**src/rtl/prbs7_bist_pkg.sv**
```systemverilog
package prbs7_bist_pkg;
  typedef enum logic [1:0] {
    PH_IDLE = 2'd0,
    PH_RUN  = 2'd1,
    PH_DONE = 2'd2
  } bist_phase_t;
endpackage

```
**src/rtl/bist_result.sv**
```systemverilog
module bist_result
  import prbs7_bist_pkg::*;
#(
  parameter int CNT_W = 16
) (
  input  logic             clk,
  input  logic             rst_n,
  input  logic             bist_en,
  input  logic             err_now,
  input  logic             err_flag,
  output bist_phase_t      phase,
  output logic             start,
  output logic [CNT_W-1:0] err_count,
  output logic             pass_o
);
  localparam logic [CNT_W-1:0] CNT_MAX = {CNT_W{1'b1}};
  logic sticky;

  assign start = bist_en && (phase != PH_RUN);

  always_ff @(posedge clk or negedge rst_n) begin
    if (!rst_n) begin
      phase     <= PH_IDLE;
      sticky    <= 1'b0;
      err_count <= '0;
    end else if (start) begin
      phase     <= PH_RUN;
      sticky    <= 1'b0;
      err_count <= '0;
    end else if (bist_en) begin
      if (err_now) begin
        sticky <= 1'b1;
        if (err_count != CNT_MAX) err_count <= err_count + 1'b1;
      end
    end else if (phase == PH_RUN) begin
      phase <= PH_DONE;
    end
  end

  // Live pulse in the clock-high half during the run, sticky level afterwards.
  always_comb begin
    unique case (phase)
      PH_RUN:  pass_o = ~(err_flag & clk);
      PH_DONE: pass_o = ~sticky;
      default: pass_o = 1'b1;
    endcase
  end

  // a test start clears the count
  a_r8_clear_on_start: assert property (@(posedge clk) disable iff (!rst_n)
    start |=> (err_count == '0));
  // saturation holds the maximum
  a_r9_saturate: assert property (@(posedge clk) disable iff (!rst_n)
    (err_count == CNT_MAX && !start) |=> (err_count == CNT_MAX));
  // frozen after the window
  a_r9_frozen_after: assert property (@(posedge clk) disable iff (!rst_n)
    (phase == PH_DONE && !bist_en) |=> ($stable(err_count) && $stable(sticky)));
  // an errored payload always marks the result
  a_r7_sticky_set: assert property (@(posedge clk) disable iff (!rst_n)
    (err_now && !start) |=> sticky);
endmodule

```
**config.mk**
```make
export PLATFORM = sky130hd
export DESIGN_NAME = bist_result
export DESIGN_NICKNAME = d
export VERILOG_FILES = /design/src/rtl/prbs7_bist_pkg.sv /design/src/rtl/bist_result.sv
export SDC_FILE = /design/constraint.sdc
export NUM_CORES = 1
export LEC_CHECK = 0
export BUFFER_PORTS_ARGS = -buffer_cell sky130_fd_sc_hd__buf_2
export CAP_MARGIN = 20
export CORE_ASPECT_RATIO = 0.7
export CORE_MARGIN = 1
export CORE_UTILIZATION = 35
export DETAILED_ROUTE_END_ITERATION = 7
export PLACE_DENSITY = 0.64
export SLEW_MARGIN = 30
export SYNTH_ARGS = -nofsm -noshare
export SYNTH_HDL_FRONTEND = slang
export SYNTH_SLANG_ARGS = --single-unit
```
**constraint.sdc**
```tcl
create_clock -name clk -period 3.6 [get_ports clk]
set_input_delay 0.54 -clock clk [delete_from_list [all_inputs] [get_ports clk]]
set_output_delay 0.54 -clock clk [all_outputs]
set_load 0.005 [all_outputs]
```
==> results of run 1 <==
## area by class of cell
cell class,instances,area share [%]
Timing Repair Buffer,23,8.52
Clock buffer,8,6.76
Inverter,10,2.78
Tap cell,36,3.33
Sequential cell,19,35.2
Multi-Input combinational cell,84,43.4
## power by group through the flow
stage	logic [W]	clock network [W]	registers, W
4_1_cts	0.000125	0.000269	0.000252
6_report	0.000124	0.000264	0.000251
2_1_floorplan	0.0000762	0.0000153	0.000254
5_1_grt	0.000145	0.000284	0.000257
3_5_place_dp	0.000125	0.0000238	0.000256
3_3_place_gp	0.000116	0.0000238	0.000252
## layer usage
metal | routed length, um | track usage [%] | vias to the layer above
met5 | 0 | 0 | -
met1 | 1230 | 22.0 | 473
met2 | 1060 | 24.1 | 35
met3 | 166 | 7.64 | 6
li1 | - | - | 483
met4 | 41 | 10.9 | 0
## placed cells by master, fill, tap and decap left out
master	netlist	layout
inv_1	10	10
buf_2	1	24
or3_4	2	2
or4_1	3	3
a21oi_1	8	8
mux2i_1	1	1
nand4_4	1	1
o21ai_0	4	4
nor3_4	1	1
or2_2	2	2
mux2_2	4	4
nor4bb_2	1	1
clkbuf_8	0	6
a221o_1	1	1
o31ai_1	3	3
dfrtp_1	19	19
a211oi_1	3	3
ha_1	4	4
nor3_1	3	3
nand4_1	3	3
or3_2	1	1
o41ai_1	3	3
o311ai_0	3	3
nor2b_1	5	5
nand3_1	3	3
nand2_1	10	10
nor4_1	2	2
nor2_1	10	10
and4b_1	1	1
or3_1	1	1
clkbuf_1	0	1
mux2_1	1	1
## worst max-delay path: cells and delay by family
kind | cells | cell delay (ns)
AND/OR/NAND/NOR | 1 | 0.05
AO/OA/AOI/OAI | 1 | 0.12
buffers and inverters | 3 | 0.33
## cell families after synthesis
| kind of cell | after synthesis |
|---|---|
| AOI/OAI and AO/OA | 25 |
| and+or+nand+nor | 49 |
| buffers and inverters | 12 |
| adders and majority gates | 4 |
| DFF | 19 |
| muxes | 6 |
## flip-flops by register name, indices dropped and copies added, names as in the netlist
register / cells
phase: 2
err_count: 16
sticky: 1
## Yosys cell counts (3+ instances only)
cell	number
nor2b_1	5
dfrtp_1	19
o31ai_1	3
or4_1	3
nand4_1	3
o41ai_1	3
o21ai_0	4
nor2_1	10
nor3_1	3
o311ai_0	3
nand2_1	10
inv_1	10
a211oi_1	3
ha_1	4
nand3_1	3
mux2_2	4
a21oi_1	8
## through the flow
| step | power, W | util, % | hold WS, ns | cells | setup slack (ns) |
|---|---|---|---|---|---|
| CTS | 0.000646 | 46.6 | 0.125 | 180 | 0.749 |
| finish | 0.000639 | 46.6 | 0.106 | 180 | 0.762 |
| detailed placement | 0.000405 | 43.6 | 0.501 | 173 | 1.01 |
| global route | 0.000686 | 46.6 | 0.131 | 180 | 0.745 |
| floorplan | 0.000346 | - | 0.244 | 115 | 1.09 |
| global placement | 0.000392 | 43.6 | 0.496 | 173 | 1.01 |
## worst min path at each step
stage,from,to
CTS,rst_n,err_count[14]$_DFFE_PN0P_
global placement,rst_n,err_count[9]$_DFFE_PN0P_
finish,rst_n,phase[0]$_DFFE_PN0P_
floorplan,rst_n,err_count[0]$_DFFE_PN0P_
global route,rst_n,phase[1]$_DFFE_PN0P_
detailed placement,sticky$_DFFE_PN0P_,sticky$_DFFE_PN0P_
==> impl_results.md, run 1 <==
- Pwr/cell area: 473 nW/um^2
- Unrepaired setup endpoints after global routing: false
- Fill count: 287
- Top cell type's share of synthesized area: 42.9%
- Post-route setup TNS: 0 ns
- Slew @ Worst Pin: 0.788 ns
- Library cells used by synthesis: 31
- Maximum vdd ir drop: 0.322 mV
- Syn Std Cell Area: 1110 sq um
- Number of diodes: 0
- Worst setup SP type: clock port
- Largest family of logic cells by synthesized area: simple AND/OR/NAND/NOR gates
- Setup crit end: pass_o
- Core area: 2900 sq um
- CP Cell Sequence: clkbuf_8, clkbuf_8, nand2_1, a221o_1, buf_2
- Share of total power in combinational logic: 19.4%
- Fraction of layout cells with a size suffix above 1: 29.2%
- Starting density of the core: 38.2%
- WP data arrival: 2.30 ns
- Yosys reg bits: 19
- Vias per cell: 5.54
- Post-CTS Setup Repair Bufs: 0
- Worst-skew pair later-pin latency: 0.36 ns
- DRT Pass-1 Iters: 4
- Pleak: 0.625 nW
- Flop pwr share: 39.3%
- Cells after Synth: 115
- I/O pin count: 25
- Syn Nets: 124
- Crit end category: primary output
- Vias after detailed routing: 997
- FF-to-FF End: err_count[7]$_DFFE_PN0P_
- Most area-consuming cells after synthesis: dfrtp_1, ha_1, mux2_2
- Area delta synth->final: 21.9%
- Max_cap viols: 0
- Final Hold Viols: 0
- Register area share after synthesis: 42.9%
- Number of enable flip-flop cells after synthesis: 0
- Psw: 0.000191 W
- R2r setup slk: 1.47 ns
- CTS tree: built
- GRT Total Usage: 17.4%
- Compound-Gate Fraction of Synth Area: 15.1%
- Hold buffer count at CTS: 0
- Global-route wire length before repair: 4.48 mm
- Status: finished clean
- CP max FO: 2
- Vias in the first global route: 936
- Register area: 475 sq um
- Area leader, netlist: dfrtp_1
- XOR/XNOR share of the synthesized area: 0%
- Hold Crit Class: in2async
- Critical Path RT: 3.06 ns
- PortBufs: 24
- Critical Path Most Common Cell: clkbuf_8
- Die Wd: 69.3 um
- Final instance area: 1350 sq um
- Post-DRT Antenna Nets: 0
- Syn avg cell area: 9.64 sq um
- Mux share of post-synthesis cell area: 5.98%
- Clock Power Share: 41.3%
- Setup CP Type: clk2out
- Area of the multi-input gates: 587 sq um
- Internal Power: 0.000448 W
- Switch share: 29.9%
- DRC viols: 0
- R2R cell count: 7
- Worst R2R Start: phase[1]$_DFFE_PN0P_
- Most used DFF post-synth: dfrtp_1
- Worst Skew: 0.00270 ns
- # rows: 16
- Die height: 49.1 um
- Post-Synth Simple-Gate Area: 27.3%
- Share of flip-flops with an asynchronous set or reset: 100%
- Crit. Startpoint: clk
- Pin count of the biggest net entering global routing: 25
- Cts repair resizes: 0
- Initial antenna violation count: 0
- WL/cell: 13.9 um
- CP peak stage delay: 0.12 ns
- Total wire length: 2.50 mm
- Final nets: 154
- Adder-cell share of the synthesized area: 4.51%
- Die area: 3400 sq um
- Dpl hpwl: 1.82 mm
- RePlAce Congestion: 0.746
- Final Max Tran Viols: 0
- Overflow after GRT: 0
- Relative slew slack: 47.4%
- CTS clock-pin slew for the worst setup and hold paths: 0.07 ns
- Synthesis Warnings: 0
- Final setup vio count: 0
- Worst path slowest cell: clkbuf_8
- Placed cell areas: 1260 sq um
- DR iter-0 viols: 56
Note: power is estimated with default switching activity, not from simulation.
==> inputs of run 2 (changes only) <==
--- a/config.mk
+++ b/config.mk
@@ -11,7 +11,7 @@
 export CORE_MARGIN = 1
 export CORE_UTILIZATION = 35
 export DETAILED_ROUTE_END_ITERATION = 7
-export PLACE_DENSITY = 0.64
+export PLACE_DENSITY = 0.66
 export SLEW_MARGIN = 30
 export SYNTH_ARGS = -nofsm -noshare
 export SYNTH_HDL_FRONTEND = slang
==> constraint.sdc (replaced) <==
create_clock -name clk -period 2.28 [get_ports clk]
set_input_delay 0.342 -clock clk [delete_from_list [all_inputs] [get_ports clk]]
set_output_delay 0.342 -clock clk [all_outputs]
set_load 0.005 [all_outputs]
==> run 2 against run 1 <==
Via count down 0.60%. Flip-flop and latch count did not move. Clock skew rose by 0.0025 ns. Register-to-register slack worse by 1.1 ns. Total power up 58%. Critical path depth shrank 1. Worst hold slack better by 0.17 ns. Clock power rose by 57%. Final area increased by 2.5%. Non-clock buffer count up 4. Sequential share of layout area fell by 0.86 points. Critical endpoint is now start.
==> impl_results.md, run 2 (synthesized netlist as in run 1, its figures left out) <==
- Status: finished clean
- CP Cell Sequence: ha_1, inv_1, ha_1, buf_2
- # rows: 16 (unchanged)
- Share of total power in combinational logic: 19.7% (+0.3 points)
- Biggest register: err_count
- Overflow after GRT: 0 (unchanged)
- Internal Power: 0.000709 W (+58%)
- GR Layer Usage met2: 26.2% (+2.1 points)
- Hold buffer count at CTS: 1 (+1)
- Starting density of the core: 38.2% (unchanged)
- Vias after detailed routing: 991 (-0.60%)
- Vias per cell: 5.39 (-2.8%)
- Dpl hpwl: 1.92 mm (+5.9%)
- GR Util met1: 22.6% (+0.66 points)
- Area of the multi-input gates: 587 sq um (unchanged)
- Fill count: 285 (-0.70%)
- I/O pin count: 25 (unchanged)
- GRT Total Usage: 17.2% (-0.14 points)
- RePlAce Congestion: 0.759 (+1.7%)
- Die Wd: 69.3 um (unchanged)
- Pwr/cell area: 727 nW/um^2 (+54%)
- Critical Path Most Common Cell: ha_1
- Met3 Use GR: 5.58% (-2.1 points)
- Slew @ Worst Pin: 0.482 ns (-0.306 ns)
- Psw: 0.000298 W (+56%)
- CTS tree: built
- PortBufs: 24 (unchanged)
- Post-DRT Antenna Nets: 0 (unchanged)
- Register area: 475 sq um (unchanged)
- Maximum vdd ir drop: 0.580 mV (+80%)
- Core area: 2900 sq um (unchanged)
- Final Max Tran Viols: 0 (unchanged)
- Die area: 3400 sq um (unchanged)
- Fraction of layout cells with a size suffix above 1: 31.1% (+1.9 points)
- Unrepaired setup endpoints after global routing: false
- CTS clock-pin slew for the worst setup and hold paths: 0.08 ns (about the same)
- Most common cell after layout, fill and taps aside: buf_2
- Critical path depth: 4 (-1)
- DRT Pass-1 Iters: 4 (unchanged)
- Clock Power Share: 41.2% (about the same)
- Switch share: 29.6% (-0.28 points)
- Overall power: 0.00101 W (+58%)
- Worst Skew: 0.00525 ns (+0.00255 ns)
- FF-to-FF End: err_count[9]$_DFFE_PN0P_
- Crit end category: primary output
- Number of diodes: 0 (unchanged)
- Worst R2R Start: phase[1]$_DFFE_PN0P_
- Crit. Startpoint: phase[0]$_DFFE_PN0P_
- Global route hottest layer: met2
- Pin count of the biggest net entering global routing: 20 (-20%)
- Max_cap viols: 0 (unchanged)
- WP data arrival: 1.66 ns (-0.64 ns)
- Final nets: 158 (+2.6%)
- Setup crit end: start
- Hold Crit Class: in2reg
- Die height: 49.1 um (unchanged)
- CP peak stage delay: 0.41 ns (+0.29 ns)
- Worst path slowest cell: dfrtp_1
- FMAX: 0.499 GHz
- Post-CTS Setup Repair Bufs: 0 (unchanged)
- R2r setup slk: 0.42 ns (-1.05 ns)
- Worst-skew pair later-pin latency: 0.37 ns (about the same)
- Largest regs: err_count (16), phase (2), sticky (1)
- Final Cycle Share: 88.0%
- Setup CP Type: reg2out
- Final Hold Viols: 0 (unchanged)
- Max reg flops: 16 (unchanged)
- Total wire length: 2.61 mm (+4.5%)
- R2R cell count: 7 (unchanged)
- Area delta synth->final: 24.9%
- CP max FO: 13 (+11)
- Global-route wire length before repair: 4.53 mm (+1.1%)
- Worst setup SP type: flop
- Vias in the first global route: 961 (+2.7%)
- Buf/Inv on CP: 2 (-1)
- Final setup vio count: 0 (unchanged)
- DRC viols: 0 (unchanged)
- Min cycle time layout: 2.01 ns
- Hold WS: 0.275 ns (+0.168 ns)
- Relative slew slack: 67.6% (+20 points)
- CP top delay family: adder cells
- Critical Path RT: 1.94 ns (-1.12 ns)
- DR iter-0 viols: 50 (-11%)
- Flop pwr share: 39.1% (-0.2 points)
- Post-route setup TNS: 0 ns (unchanged)
- Cts repair resizes: 0 (unchanged)
- WL/cell: 14.2 um (+2.2%)
- Highest-count cells in the layout ignoring fill and taps: buf_2, dfrtp_1, inv_1, nand2_1, nor2_1
- Pleak: 0.645 nW (+3.2%)
- Initial antenna violation count: 0 (unchanged)
- Final Core Density: 47.7% (+1.2 points)
## run 2: cell types whose count changed in the layout (fill, tap and decap cells not counted), sizes merged
cell,before,now
clkinv,0,1
clkbuf,7,6
dlygate4sd3,0,1
buf,24,27
## run 2: power by group through the flow
stage	clock network (W)	logic (W)	registers, W
after floorplan	0.0000241	0.000120	0.000402
after global placement	0.0000376	0.000190	0.000400
after detailed placement	0.0000376	0.000199	0.000402
after CTS	0.000430	0.000201	0.000395
after global routing	0.000450	0.000230	0.000400
final	0.000415	0.000198	0.000394
## run 2: how the worst min path moves through the flow
stage	start	end	depth (start not counted)
finish	err_now	sticky$_DFFE_PN0P_	3
global route	err_now	sticky$_DFFE_PN0P_	3
CTS	err_now	sticky$_DFFE_PN0P_	3
detailed placement	rst_n	err_count[12]$_DFFE_PN0P_	1
global placement	rst_n	err_count[12]$_DFFE_PN0P_	1
floorplan	rst_n	err_count[0]$_DFFE_PN0P_	0
## run 2: worst register-to-register path, stage by stage, from the launching register on
cell and delay, ns:
dfrtp_1 0.41, inv_1 0.06, ha_1 0.15, inv_1 0.05
ha_1 0.33, buf_4 0.25, or2_2 0.29, o41ai_1 0.22
## run 2: cell type report
type | instances | share of cell area, %
multi-input combinational | 84 | 42.4
sequential | 19 | 34.3
timing repair buffer | 27 | 10.7
clock buffer | 7 | 6.32
tap | 36 | 3.25
inverter | 10 | 2.71
clock inverter | 1 | 0.361
## run 2: stage by stage
step / cells / setup slack, ns / area [sq um]
4_1_cts: 184 / 0.250 / 1390
2_1_floorplan: 115 / 0.520 / 1110
3_5_place_dp: 176 / 0.417 / 1290
5_1_grt: 184 / 0.152 / 1390
6_report: 184 / 0.274 / 1390
3_3_place_gp: 176 / 0.449 / 1290
## run 2: per-layer routing
layer  share of wire [%]  up-vias
li1                    -      491
met1                  50      472
met2                  43       24
met3                 5.0        4
met4                 1.5        0
met5                   0        -
